**config.mk**
```make
export PLATFORM = sky130hd
export DESIGN_NAME = xfer_splitter
export DESIGN_NICKNAME = d
export VERILOG_FILES = /design/src/rtl/xfer_split_pkg.sv /design/src/rtl/xs_size_pick.sv /design/src/rtl/xs_lane_steer.sv /design/src/rtl/xs_ctrl.sv /design/src/rtl/xfer_splitter.sv
export SDC_FILE = /design/constraint.sdc
export NUM_CORES = 1
export LEC_CHECK = 0
export ABC_AREA = 1
export BUFFER_PORTS_ARGS = -buffer_cell sky130_fd_sc_hd__buf_2
export CORE_ASPECT_RATIO = 1.5
export CORE_MARGIN = 2
export CORE_UTILIZATION = 43
export DETAILED_ROUTE_END_ITERATION = 10
export PLACE_DENSITY_LB_ADDON = 0.15
export SLEW_MARGIN = 30
export SYNTH_ARGS = -nofsm -noshare
export SYNTH_HDL_FRONTEND = slang
export SYNTH_SLANG_ARGS = --single-unit
```
**constraint.sdc**
```tcl
create_clock -name clk -period 4.1 [get_ports clk]
set_input_delay 0.615 -clock clk [delete_from_list [all_inputs] [get_ports clk]]
set_output_delay 0.615 -clock clk [all_outputs]
set_load 0.02 [all_outputs]
```
**src/rtl/xfer_split_pkg.sv**
```systemverilog
package xfer_split_pkg;

    localparam int LANES = 4;
    localparam int DW    = 8 * LANES;

    typedef enum logic [1:0] {
        SZ_BYTE = 2'd0,
        SZ_HALF = 2'd1,
        SZ_WORD = 2'd2
    } acc_size_e;

    typedef enum logic {
        ST_IDLE = 1'b0,
        ST_RUN  = 1'b1
    } ctrl_state_e;

    // number of bytes moved by one access of the given size
    function automatic logic [2:0] size_bytes(acc_size_e s);
        case (s)
            SZ_HALF: size_bytes = 3'd2;
            SZ_WORD: size_bytes = 3'd4;
            default: size_bytes = 3'd1;
        endcase
    endfunction

    // alignment-driven size choice: odd address forces a byte,
    // half-aligned address with room takes a halfword, then words,
    // then the tail halfword and tail byte
    function automatic acc_size_e choose_size(logic [1:0] lo,
                                              logic       ge2,
                                              logic       ge4);
        if (lo[0])
            choose_size = SZ_BYTE;
        else if (lo[1])
            choose_size = ge2 ? SZ_HALF : SZ_BYTE;
        else if (ge4)
            choose_size = SZ_WORD;
        else if (ge2)
            choose_size = SZ_HALF;
        else
            choose_size = SZ_BYTE;
    endfunction

endpackage

```
**src/rtl/xs_size_pick.sv**
```systemverilog
module xs_size_pick
    import xfer_split_pkg::*;
#(
    parameter int LW = 12
) (
    input  logic [1:0]    addr_lo,
    input  logic [LW-1:0] remain,
    output acc_size_e     size,
    output logic [2:0]    step
);
    logic ge2, ge4;

    assign ge2  = (remain >= LW'(2));
    assign ge4  = (remain >= LW'(4));
    assign size = choose_size(addr_lo, ge2, ge4);
    assign step = size_bytes(size);

endmodule

```
**src/rtl/xs_lane_steer.sv**
```systemverilog
module xs_lane_steer
    import xfer_split_pkg::*;
(
    input  logic [1:0]       addr_lo,
    input  logic [2:0]       step,
    input  logic [DW-1:0]    buf_word,
    input  logic [DW-1:0]    acc_rdata,
    output logic [DW-1:0]    acc_wdata,
    output logic [DW-1:0]    buf_wdata,
    output logic [LANES-1:0] buf_be
);
    for (genvar i = 0; i < LANES; i++) begin : g_lane
        // write side: device lane i takes buffer byte at offset i
        logic [1:0] src_lane;
        logic       w_on;
        assign src_lane = 2'(i) + addr_lo;
        assign w_on     = (3'(i) < step);
        assign acc_wdata[8*i +: 8] = w_on ? buf_word[8*src_lane +: 8] : 8'h00;

        // read side: buffer lane i takes device lane (i - offset)
        logic [2:0] rel;
        logic [1:0] dev_lane;
        logic       r_on;
        assign rel      = 3'(i) - {1'b0, addr_lo};
        assign dev_lane = rel[1:0];
        assign r_on     = (3'(i) >= {1'b0, addr_lo}) && (rel < step);
        assign buf_be[i] = r_on;
        assign buf_wdata[8*i +: 8] = r_on ? acc_rdata[8*dev_lane +: 8] : 8'h00;
    end

endmodule

```
**src/rtl/xs_ctrl.sv**
```systemverilog
module xs_ctrl
    import xfer_split_pkg::*;
#(
    parameter int AW = 16,
    parameter int LW = 12
) (
    input  logic          clk,
    input  logic          rst,
    input  logic          go,
    input  logic          go_wr,
    input  logic [AW-1:0] go_addr,
    input  logic [LW-1:0] go_len,
    input  logic          acc_ack,
    input  logic [2:0]    step,
    output logic [AW-1:0] cur_addr,
    output logic [LW-1:0] remain,
    output logic          run,
    output logic          wr_q,
    output logic          done_q
);
    ctrl_state_e state;
    logic        last_step;

    assign run       = (state == ST_RUN);
    assign last_step = (remain == LW'(step));

    always_ff @(posedge clk) begin
        if (rst) begin
            state    <= ST_IDLE;
            cur_addr <= '0;
            remain   <= '0;
            wr_q     <= 1'b0;
            done_q   <= 1'b0;
        end else begin
            done_q <= 1'b0;
            case (state)
                ST_IDLE: begin
                    if (go) begin
                        cur_addr <= go_addr;
                        remain   <= go_len;
                        wr_q     <= go_wr;
                        if (go_len == '0)
                            done_q <= 1'b1;
                        else
                            state <= ST_RUN;
                    end
                end
                ST_RUN: begin
                    if (acc_ack) begin
                        cur_addr <= cur_addr + AW'(step);
                        remain   <= remain - LW'(step);
                        if (last_step) begin
                            state  <= ST_IDLE;
                            done_q <= 1'b1;
                        end
                    end
                end
                default: state <= ST_IDLE;
            endcase
        end
    end

    // a pending access holds its address and count until acknowledged
    a_r10_hold: assert property (@(posedge clk) disable iff (rst)
        (run && !acc_ack) |=> (run && $stable(cur_addr) && $stable(remain)));

    // zero-length start completes at once with no access
    a_r9_zero_len: assert property (@(posedge clk) disable iff (rst)
        (!run && go && go_len == '0) |=> (done_q && !run));

    // done follows the final acknowledge and never overlaps a request
    a_r11_done_after_last: assert property (@(posedge clk) disable iff (rst)
        (run && acc_ack && last_step) |=> (done_q && !run));
    a_r11_done_clean: assert property (@(posedge clk) disable iff (rst)
        done_q |-> !run);

    // a start strobe during a transfer leaves the captured request alone
    a_r12_ignore_go: assert property (@(posedge clk) disable iff (rst)
        (run && go && !acc_ack) |=> ($stable(cur_addr) && $stable(remain) && $stable(wr_q)));

endmodule

```
**src/rtl/xfer_splitter.sv**
```systemverilog
module xfer_splitter
    import xfer_split_pkg::*;
#(
    parameter int AW = 16,
    parameter int LW = 12
) (
    input  logic             clk,
    input  logic             rst,
    input  logic             go,
    input  logic             go_wr,
    input  logic [AW-1:0]    go_addr,
    input  logic [LW-1:0]    go_len,
    output logic             busy,
    output logic             done,
    output logic             acc_req,
    output logic             acc_wr,
    output logic [1:0]       acc_size,
    output logic [AW-1:0]    acc_addr,
    output logic [DW-1:0]    acc_wdata,
    input  logic             acc_ack,
    input  logic [DW-1:0]    acc_rdata,
    input  logic [DW-1:0]    buf_word,
    output logic [DW-1:0]    buf_wdata,
    output logic [LANES-1:0] buf_be,
    output logic             buf_we
);
    logic [AW-1:0] cur_addr;
    logic [LW-1:0] remain;
    logic          run, wr_q, done_q;
    acc_size_e     size;
    logic [2:0]    step;

    xs_ctrl #(.AW(AW), .LW(LW)) u_ctrl (
        .clk      (clk),
        .rst      (rst),
        .go       (go),
        .go_wr    (go_wr),
        .go_addr  (go_addr),
        .go_len   (go_len),
        .acc_ack  (acc_ack),
        .step     (step),
        .cur_addr (cur_addr),
        .remain   (remain),
        .run      (run),
        .wr_q     (wr_q),
        .done_q   (done_q)
    );

    xs_size_pick #(.LW(LW)) u_pick (
        .addr_lo (cur_addr[1:0]),
        .remain  (remain),
        .size    (size),
        .step    (step)
    );

    xs_lane_steer u_steer (
        .addr_lo   (cur_addr[1:0]),
        .step      (step),
        .buf_word  (buf_word),
        .acc_rdata (acc_rdata),
        .acc_wdata (acc_wdata),
        .buf_wdata (buf_wdata),
        .buf_be    (buf_be)
    );

    assign busy     = run;
    assign done     = done_q;
    assign acc_req  = run;
    assign acc_wr   = wr_q;
    assign acc_size = size;
    assign acc_addr = cur_addr;
    assign buf_we   = run && acc_ack && !wr_q;

    // word accesses only at word-aligned addresses
    a_r3_word_aligned: assert property (@(posedge clk) disable iff (rst)
        (acc_req && acc_size == SZ_WORD) |-> (acc_addr[1:0] == 2'b00));

    // halfword accesses only at even addresses
    a_r2_half_even: assert property (@(posedge clk) disable iff (rst)
        (acc_req && acc_size == SZ_HALF) |-> (acc_addr[0] == 1'b0));

    // an odd address is always moved as a single byte
    a_r1_odd_byte: assert property (@(posedge clk) disable iff (rst)
        (acc_req && acc_addr[0]) |-> (acc_size == SZ_BYTE));

    // buffer writes happen only on acknowledged device reads
    a_r7_we_read_only: assert property (@(posedge clk) disable iff (rst)
        buf_we |-> (acc_req && acc_ack && !acc_wr && buf_be != '0));

    // after an acknowledge the next address moves forward
    a_r5_advance: assert property (@(posedge clk) disable iff (rst)
        (acc_req && acc_ack) |=> (acc_addr != $past(acc_addr)));

endmodule

```
==> impl_results.md, run 1 <==
* Status: complete, no violations
* Leading area contributor after synthesis: nand2_1
* RePlAce Congestion at between 0.9 and 1
* EDFF count, synth at 0
* Design area at 0.00514 mm²
* Vias at between 5000 and 6000
* Async set-or-reset flop fraction in the synthesized netlist at 0%
* Cells after synthesis at slightly below 800
* Worst-Skew Late Latency at around 280 ps
* Min Hold Slack at between 400 and 500 ps
* Postcts setup bufs at 0
* DIE AREA at roughly 0.010 mm²
* Top-count cell post-synth: nand2_1
* Final setup viols at 0
* Nets@finish at 1042
* Pins Over Slew Limit at 0
* Worst Path Arrival at between 3000 and 4000 ps
* Final Cycle Share at about nine tenths
* Final wirelength at roughly 14000 µm
* Overflow after GRT at 0
* Number of clock sinks at 31
* Synth Cell Area at 0.00411 mm²
* Worst-margin pin slew at roughly 620 ps
* Top_reg_cell synth: dfxtp_1
* Pin count of the biggest net entering global routing at between 70 and 80
* Leak pwr at 2.75 nW
* Top cells by area, synth: nand2_1, dfxtp_1, nor2_1
* Crit path time final at 3660 ps
* Yosys Warn Count at 0
* Number of core rows at 43
* Initial antenna violation count at 0
* Vias in the first global route at around 4800
* Util after Layout at between 50% and 60%
* Gr usage total at between 20 and 30%
* Max FO, Critical Path at 14
* # placed instances at 1033
* DR DRC count at 0
* PD cells at 423 mW/mm²
* Total of max-cap violations at 0
* Clk slew on worst S/H paths at 50 ps
* Worst slew margin at between 50% and 60%
* Mean routed wirelength per cell at between 10 and 15 µm
* H-tree lvl count at 2
* # port buffers at 187
* VDD IR-drop max at 0.000261 V
* Remaining antenna violation count at 0
* Average footprint of a synthesized cell at around 5.3 µm²
* Root buffer cell: clkbuf_16
* Die Y at 124 µm
* First-pass GRT wire length at between 20000 and 25000 µm
* Clock Path Buffers at 2
* Synth Net Count at slightly below 900
* # IOs at around 190
* Vias/cell at about 5.2
* Netlist cell types at 36
* Min-Delay Path Class: register to register
* FMAX at 0.273 GHz
* RSZ-0062 raised after global routing: no
* Post-route setup TNS at 0 ps
* Placed cell areas at 0.00499 mm²
* Iter 0 DRT Violations at 358
* Synth top area share at between 10% and 20%
* Initial core utilization at between 40% and 50%
* Core Area at between 0.009 and 0.01 mm²
* Inserted Diodes at 0
* Die Width at roughly 84 µm
* Number of synthesized register bits at 31
* Post-synth top cells: nand2_1, nor2_1, o21ai_0, inv_1, a21oi_1
* Share of post-route cells with drive strength above 1 at between 20% and 30%
* Clk_skew at 4.69 ps
* Critical Path End Type: primary output
* CP required at 3480 ps
* Worst Setup Path Type: register to primary output
* Cell Count, Final, Fillers Out at 1039
* Final hold viol count at 0
* CTS tree: built
* DP HPWL at 10300 µm
* Worst Setup Start Kind: register
* Number of detailed-route iterations in the first pass at 5
* Layout area overhead at 25.1%
* CTS Buf Count at 5
* Register area share after synthesis at 15.1%
area by class of cell:
cell class / instances / area (µm²)
Fill cell: 1066 / 4120
Multi-Input combinational cell: 600 / 2890
Timing Repair Buffer: 197 / 1010
Sequential cell: 31 / 622
Inverter: 93 / 349
Tap cell: 112 / 140
Clock buffer: 6 / 129
flip-flops by register name (all words and copies together), names as in the netlist:
name             flops
u_ctrl.done_q        1
u_ctrl.wr_q          1
u_ctrl.remain       12
u_ctrl.cur_addr     16
u_ctrl.run           1
path summary, 6_finish.rpt:
path,from,endpoint,slack [ps],depth (start not counted)
worst max-delay path,u_ctrl.cur_addr[1],buf_wdata[16],440,14
worst min-delay path,u_ctrl.remain[6],u_ctrl.remain[6],490,2
worst max register to register,u_ctrl.remain[4],u_ctrl.remain[10],1000,20
worst min register to register,u_ctrl.remain[6],u_ctrl.remain[6],490,2
routing by layer:
layer	GRT usage, %	vias up	wire length [µm]
met5	0	-	0
met4	10.7	0	449
met3	3.31	31	912
met2	45.4	225	6540
met1	30.1	2330	5620
li1	-	2797	-
metrics by stage:
| step | power [mW] | worst slack, ps |
|---|---|---|
| after floorplan | 1.41 | 312 |
| final | 2.17 | 438 |
| after global placement | 1.82 | 742 |
| after global routing | 2.35 | 38.1 |
| after CTS | 2.17 | 318 |
| after detailed placement | 1.82 | 622 |
where the power goes:
| group | leakage, nW | internal [mW] | switching, mW |
|---|---|---|---|
| logic | 2.43 | 0.479 | 0.977 |
| clock network | 0.0628 | 0.218 | 0.128 |
| registers | 0.256 | 0.333 | 0.0373 |
cell usage in the layout, fill, tap and decap left out, types with 4 or more instances in the layout:
cell / n
o21ai_0: 98
or2_2: 8
nor2_2: 4
a211oi_1: 11
buf_2: 187
dfxtp_1: 30
ha_1: 15
clkbuf_16: 5
nand4_1: 9
o22ai_1: 4
a21oi_1: 36
nand2_1: 174
nand2_2: 4
nor2_1: 139
inv_2: 5
o21ai_1: 22
nand3_1: 28
nor3_1: 28
inv_1: 88
buf_4: 10
cell families (layout without fill, tap and decap cells):
kind of cell	count (synthesis)	in the layout	synth area share, %
buffers and inverters	142	296	14.9
and+or+nand+nor	401	401	40.6
AOI/OAI and AO/OA	180	180	23.5
DFF	31	31	15.1
adders and majority gates	17	17	5.36
xor gates and xnor gates	2	2	0.427
worst max-delay path, stage by stage, from the launching register on:
cell      delay (ps)
dfxtp_1          300
inv_1            340
nand2_1          130
nor2_1           270
inv_1             80
ha_1             200
inv_1            160
ha_1             260
inv_1             50
nor2_1            30
o21a_1           170
nor3_2           170
inv_1            180
a211oi_1         210
buf_2            200
timing repair:
item / 4_1_cts / 5_1_grt
endpoints found under the setup margin: 0 / 8
endpoints found under the hold margin: 0 / 0
hold buffers: 0 / 0
gates resized for setup: 0 / 2
(Power assumes the default switching activity.)
==> run 2: changes to the inputs <==
BUFFER_PORTS_ARGS = not set   (was -buffer_cell sky130_fd_sc_hd__buf_2)
DONT_BUFFER_PORTS = 1   (was not set)
GPL_ROUTABILITY_DRIVEN = 0   (was not set)
==> run 2 against run 1 <==
Compared with the run above: worst hold slack worse by 98 ps; maximum frequency down 2.2%; clock power up 4%; design area down 12%; combinational power down 5%; register-to-register slack worse by 160 ps; largest cell class unchanged; largest power group unchanged; highest routed layer unchanged.
==> impl_results.md, run 2 (synthesis results as in run 1) <==
* Status: complete, no violations (unchanged)
* Max FO, Critical Path at 10 (was 14)
* Worst-Skew Late Latency at 280 ps (about the same)
* Top Registers: u_ctrl.cur_addr (16), u_ctrl.remain (12) (unchanged)
* Vias at 4858 (was 5383)
* Layout area overhead at 10.1% (was 25.1%)
* Commonest non-fill, non-tap cell in the layout: nand2_1 (was buf_2)
* Post-Place Worst Slack at 587 ps (was 622 ps)
* Nets@finish at 898 (was 1042)
* # placed instances at 889 (was 1033)
* Critical-path top delay cell: ha_2 (was inv_1)
* Worst Setup Path Type: register to primary output (unchanged)
* Initial core utilization at 44.4% (unchanged)
* Pin count of the biggest net entering global routing at 74 (was 73)
* Number of clock sinks at 31 (unchanged)
* Clock Path Buffers at 2 (unchanged)
* CTS tree: built (unchanged)
* Final wirelength at 13100 µm (was 13500 µm)
* Critical Path End Type: primary output (unchanged)
* Post-CTS Hold Buffers at 0 (unchanged)
* Worst Path Arrival at 3130 ps (was 3050 ps)
* # IOs at 188 (unchanged)
* Final setup viols at 0 (unchanged)
* Final Cycle Share at 91.3% (was 89.3%)
* Metal1 wirelength at 5150 µm (was 5620 µm)
* Top layer in use: met4 (unchanged)
* Min-Delay Path Class: input port to register (was register to register)
* DIE AREA at 0.0104 mm² (unchanged)
* Vias/cell at 5.42 (was 5.18)
* # port buffers at 0 (was 187)
* Largest Register: u_ctrl.cur_addr (unchanged)
* DR WL met3 at 1120 µm (was 912 µm)
* Worst Setup Start Kind: register (unchanged)
* Total of max-cap violations at 0 (unchanged)
* Max FFs per register at 16 (unchanged)
* Power Total at 2.14 mW (was 2.17 mW)
* Initial antenna violation count at 0 (unchanged)
* DR DRC count at 0 (unchanged)
* H-tree lvl count at 2 (unchanged)
* Postcts setup bufs at 0 (unchanged)
* First-pass GRT wire length at 20900 µm (was 21800 µm)
* Core Area at 0.00925 mm² (unchanged)
* Post-route setup TNS at 0 ps (unchanged)
* Worst slew margin at 55.9% (was 59.0%)
* Remaining antenna violation count at 0 (unchanged)
* Final worst setup slack at 357 ps (was 438 ps)
* Mean routed wirelength per cell at 14.6 µm (was 13.0 µm)
* Clk_skew at 5.02 ps (was 4.69 ps)
* Share of post-route cells with drive strength above 1 at 11.2% (was 24.9%)
* Most frequent CP cell: nor2_1 (was inv_1)
* CP required at 3480 ps (about the same)
* Vias in the first global route at 4341 (was 4773)
* DP HPWL at 9940 µm (was 10300 µm)
* Fill count at 998 (was 1066)
* Number of core rows at 43 (unchanged)
* PD cells at 474 mW/mm² (was 423 mW/mm²)
* Critical path's largest stage delay at 440 ps (was 340 ps)
* Commonest non-fill, non-tap cells in the layout: nand2_1, nor2_1, o21ai_0 (was buf_2, nand2_1, nor2_1)
* Placed cell areas at 0.00438 mm² (was 0.00499 mm²)
* Clk slew on worst S/H paths at 50 ps (about the same)
* Met2 wire length at 6550 µm (was 6540 µm)
* CTS Buf Count at 5 (unchanged)
* Final hold viol count at 0 (unchanged)
* FMAX at 0.267 GHz (was 0.273 GHz)
* Worst-margin pin slew at 661 ps (was 615 ps)
* VDD IR-drop max at 0.000343 V (was 0.000261 V)
* Crit path time final at 3740 ps (was 3660 ps)
* RSZ-0062 raised after global routing: no (unchanged)
* Die Y at 124 µm (unchanged)
* Design area at 0.00452 mm² (was 0.00514 mm²)
* Buffers & Inverters on Critical Path at 3 (was 6)
* Critical Path, Cell by Cell: nor2_1 > nand4_1 > nor2_1 > nand2_1 > nand2_1 > nand2_1 > nor2_1 > inv_1 > ha_2 > ha_1 > nor2_1 > o21a_1 > nor3_2 > inv_1 > a211oi_1 > buf_4 (was inv_1 > nand2_1 > nor2_1 > inv_1 > ha_1 > inv_1 > ha_1 > inv_1 > nor2_1 > o21a_1 > nor3_2 > inv_1 > a211oi_1 > buf_2)
* Pins Over Slew Limit at 0 (unchanged)
* Gr usage total at 24.2% (was 25.2%)
* Leak pwr at 2.17 nW (was 2.75 nW)
* Iter 0 DRT Violations at 313 (was 358)
* CP delay by family, top: simple AND/OR/NAND/NOR gates (was buffers and inverters)
* Root buffer cell: clkbuf_16 (unchanged)
* Number of detailed-route iterations in the first pass at 5 (unchanged)
* Overflow after GRT at 0 (unchanged)
* Inserted Diodes at 0 (unchanged)
* Cell Count, Final, Fillers Out at 897 (was 1039)
* Die Width at 83.8 µm (unchanged)
* Post-CTS sizing at 0 (unchanged)
==> run 2: path summary, 6_finish.rpt <==
check | depth (start not counted) | end | startpoint | slack, ps
worst max register to register | 20 | u_ctrl.remain[10] | u_ctrl.remain[4] | 840
worst max-delay path | 16 | buf_wdata[19] | u_ctrl.remain[4] | 360
worst min register to register | 2 | u_ctrl.remain[9] | u_ctrl.remain[9] | 500
worst min-delay path | 1 | u_ctrl.remain[4] | rst | 400
==> run 2: metrics by stage <==
stage               util, %  hold WS [ps]
floorplan                 -           461
global placement       47.3           478
detailed placement     47.3           484
CTS                    48.8           391
global route           48.9           393
finish                 48.9           397
==> run 2: final cells by class <==
cell class              instances  area (µm²)  share of cell area [%]
repair buffers                 53         398                    8.80
well taps                     112         140                    3.10
inverters                      93         349                    7.72
clock buffers                   7         133                    2.93
clock inverters                 1        5.00                   0.111
multi-input cells             600        2880                    63.6
flip-flops and latches         31         622                    13.8
==> run 2: where the power goes <==
part	switching, mW	internal (mW)	total (mW)
Sequential	0.0580	0.333	0.391
Clock	0.135	0.224	0.360
Combinational	0.925	0.467	1.39
Total	1.12	1.02	2.14
==> run 2: per-layer routing <==
layer / GRT usage, % / vias up
met5: 0 / -
met4: 8.57 / 0
met3: 4.71 / 18
met2: 42.9 / 234
met1: 29.2 / 2098
li1: - / 2508
==> run 3: changes to the inputs <==
REMOVE_ABC_BUFFERS = 1   (was not set)
==> run 3 against run 2 <==
Compared with the run above: worst hold slack worse by 4.3 ps; clock power barely moved; design area rose by 0.33%; routed wire length rose by 3.3%; critical endpoint is now buf_wdata[8]; register-to-register slack got worse by 90 ps; critical path type unchanged; die area did not move.
==> impl_results.md, run 3 (synthesis results as in run 1) <==
* Clock Path Buffers at 2 (unchanged)
* Critical Path End Type: primary output (unchanged)
* Status: complete, no violations (unchanged)
* Worst Setup Start Kind: register (unchanged)
* Overflow after GRT at 0 (unchanged)
* Final setup viols at 0 (unchanged)
* Worst slew margin at 54.9% (was 55.9%)
* Internal power at 1.03 mW (was 1.02 mW)
* Commonest non-fill, non-tap cells in the layout: nand2_1, nor2_1, o21ai_0 (unchanged)
* CP delay by family, top: simple AND/OR/NAND/NOR gates (unchanged)
* Switching part of the total at 52.7% (was 52.2%)
* Number of core rows at 43 (unchanged)
* H-tree lvl count at 2 (unchanged)
* Design area at 0.00454 mm² (was 0.00452 mm²)
* Buffers & Inverters on Critical Path at 2 (was 3)
* Final Cycle Share at 91.6% (was 91.3%)
* Final hold viol count at 0 (unchanged)
* Critical-path top delay cell: dfxtp_1 (was ha_2)
* Vias in the first global route at 4586 (was 4341)
* Total of max-cap violations at 0 (unchanged)
* CTS Buf Count at 5 (unchanged)
* Crit path time final at 3750 ps (was 3740 ps)
* PD cells at 478 mW/mm² (was 474 mW/mm²)
* Cell Count, Final, Fillers Out at 899 (was 897)
* Vias at 4984 (was 4858)
* Pins Over Slew Limit at 0 (unchanged)
* Min Hold Slack at 392 ps (was 397 ps)
* Critical path's largest stage delay at 350 ps (was 440 ps)
* DIE AREA at 0.0104 mm² (unchanged)
* Iter 0 DRT Violations at 262 (was 313)
* Worst-margin pin slew at 676 ps (was 661 ps)
* Die Width at 83.8 µm (unchanged)
* Comb power frac at 65.4% (was 65.0%)
* CP required at 3480 ps (about the same)
* Mean routed wirelength per cell at 15.0 µm (was 14.6 µm)
* Number of clock sinks at 31 (unchanged)
* Clock group share of total power at 16.7% (was 16.8%)
* Clk slew on worst S/H paths at 50 ps (about the same)
* Commonest non-fill, non-tap cell in the layout: nand2_1 (unchanged)
* Gr usage total at 25.5% (was 24.2%)
* Core Area at 0.00925 mm² (unchanged)
* Layout area overhead at 10.5% (was 10.1%)
* Max FFs per register at 16 (unchanged)
* First-pass GRT wire length at 21900 µm (was 20900 µm)
* Worst Setup Path Type: register to primary output (unchanged)
* Clk_skew at 6.03 ps (was 5.02 ps)
* FMAX at 0.266 GHz (was 0.267 GHz)
* # port buffers at 0 (unchanged)
* Share of power burned in registers at 17.9% (was 18.2%)
* Worst Path Arrival at 3140 ps (was 3130 ps)
* Switching pwr at 1.14 mW (was 1.12 mW)
* Inserted Diodes at 0 (unchanged)
* Initial antenna violation count at 0 (unchanged)
* Pin count of the biggest net entering global routing at 73 (was 74)
* Largest Register: u_ctrl.cur_addr (unchanged)
* Leak pwr at 2.19 nW (was 2.17 nW)
* DP HPWL at 10100 µm (was 9940 µm)
* Post-CTS Hold Buffers at 0 (unchanged)
* # placed instances at 891 (was 889)
* Root buffer cell: clkbuf_16 (unchanged)
* Vias/cell at 5.54 (was 5.42)
* Remaining antenna violation count at 0 (unchanged)
* Final wirelength at 13500 µm (was 13100 µm)
* Critical Path, Cell by Cell: nor2_1 > nand4_1 > nor2_1 > nand2_1 > nand2_1 > nand2_1 > nor2_1 > ha_1 > inv_1 > ha_1 > nor2_1 > o21ai_0 > nand2_1 > nor3_1 > buf_4 (was nor2_1 > nand4_1 > nor2_1 > nand2_1 > nand2_1 > nand2_1 > nor2_1 > inv_1 > ha_2 > ha_1 > nor2_1 > o21a_1 > nor3_2 > inv_1 > a211oi_1 > buf_4)
* Min-Delay Path Class: input port to register (unchanged)
* Util after Layout at 49.0% (was 48.9%)
* Max FO, Critical Path at 9 (was 10)
* RSZ-0062 raised after global routing: no (unchanged)
* Nets@finish at 900 (was 898)
* Postcts setup bufs at 0 (unchanged)
* Die Y at 124 µm (unchanged)
* Top Registers: u_ctrl.cur_addr (16), u_ctrl.remain (12) (unchanged)
* Placed cell areas at 0.00440 mm² (was 0.00438 mm²)
* Number of detailed-route iterations in the first pass at 6 (was 5)
* Initial core utilization at 44.4% (unchanged)
* Share of post-route cells with drive strength above 1 at 11.6% (was 11.2%)
* VDD IR-drop max at 0.000390 V (was 0.000343 V)
* # IOs at 188 (unchanged)
* DR DRC count at 0 (unchanged)
* Worst-Skew Late Latency at 280 ps (about the same)
* CTS tree: built (unchanged)
* Post-CTS sizing at 0 (unchanged)
run 3: changes by cell type in the layout (fill, tap and decap cells not counted), sizes merged:
| cell | delta |
|---|---|
| buf | +2 |
| clkbuf | -2 |
| clkinv | +2 |
run 3: power by group through the flow:
stage	sequential, mW	clock (mW)	combinational, mW
2_1_floorplan	0.411	0	0.933
4_1_cts	0.388	0.363	1.42
6_report	0.388	0.362	1.42
3_3_place_gp	0.393	0	1.40
5_1_grt	0.394	0.370	1.57
3_5_place_dp	0.394	0	1.42
run 3: worst paths after layout:
check             cells past startpoint  slack (ps)              from            endpoint
setup / recovery                     15         350  u_ctrl.remain[4]        buf_wdata[8]
hold / removal                        1         390               rst  u_ctrl.cur_addr[7]
setup reg to reg                     21         750  u_ctrl.remain[4]   u_ctrl.remain[10]
hold reg to reg                       2         490  u_ctrl.remain[6]    u_ctrl.remain[6]
run 3: final cells by class:
cell class,count,area (µm²)
Fill cell,1024,4720
Sequential cell,31,622
Tap cell,112,140
Clock buffer,5,125
Inverter,93,349
Multi-Input combinational cell,600,2870
Clock inverter,3,15.0
Timing Repair Buffer,55,413
run 3: routing by layer:
metal	GRT usage [%]	vias up	share of wire, %
met5	0	-	0
li1	-	2516	-
met2	46.0	232	50
met4	10.5	0	3.0
met1	29.4	2207	39
met3	5.17	29	8.6
run 3: through the flow:
stage / setup TNS, ps / power (mW) / worst slack, ps
after floorplan: -39060 / 1.34 / -1850
after global placement: 0 / 1.79 / 770
after detailed placement: 0 / 1.81 / 690
after CTS: 0 / 2.17 / 377
after global routing: 0 / 2.33 / 40.9
final: 0 / 2.17 / 345
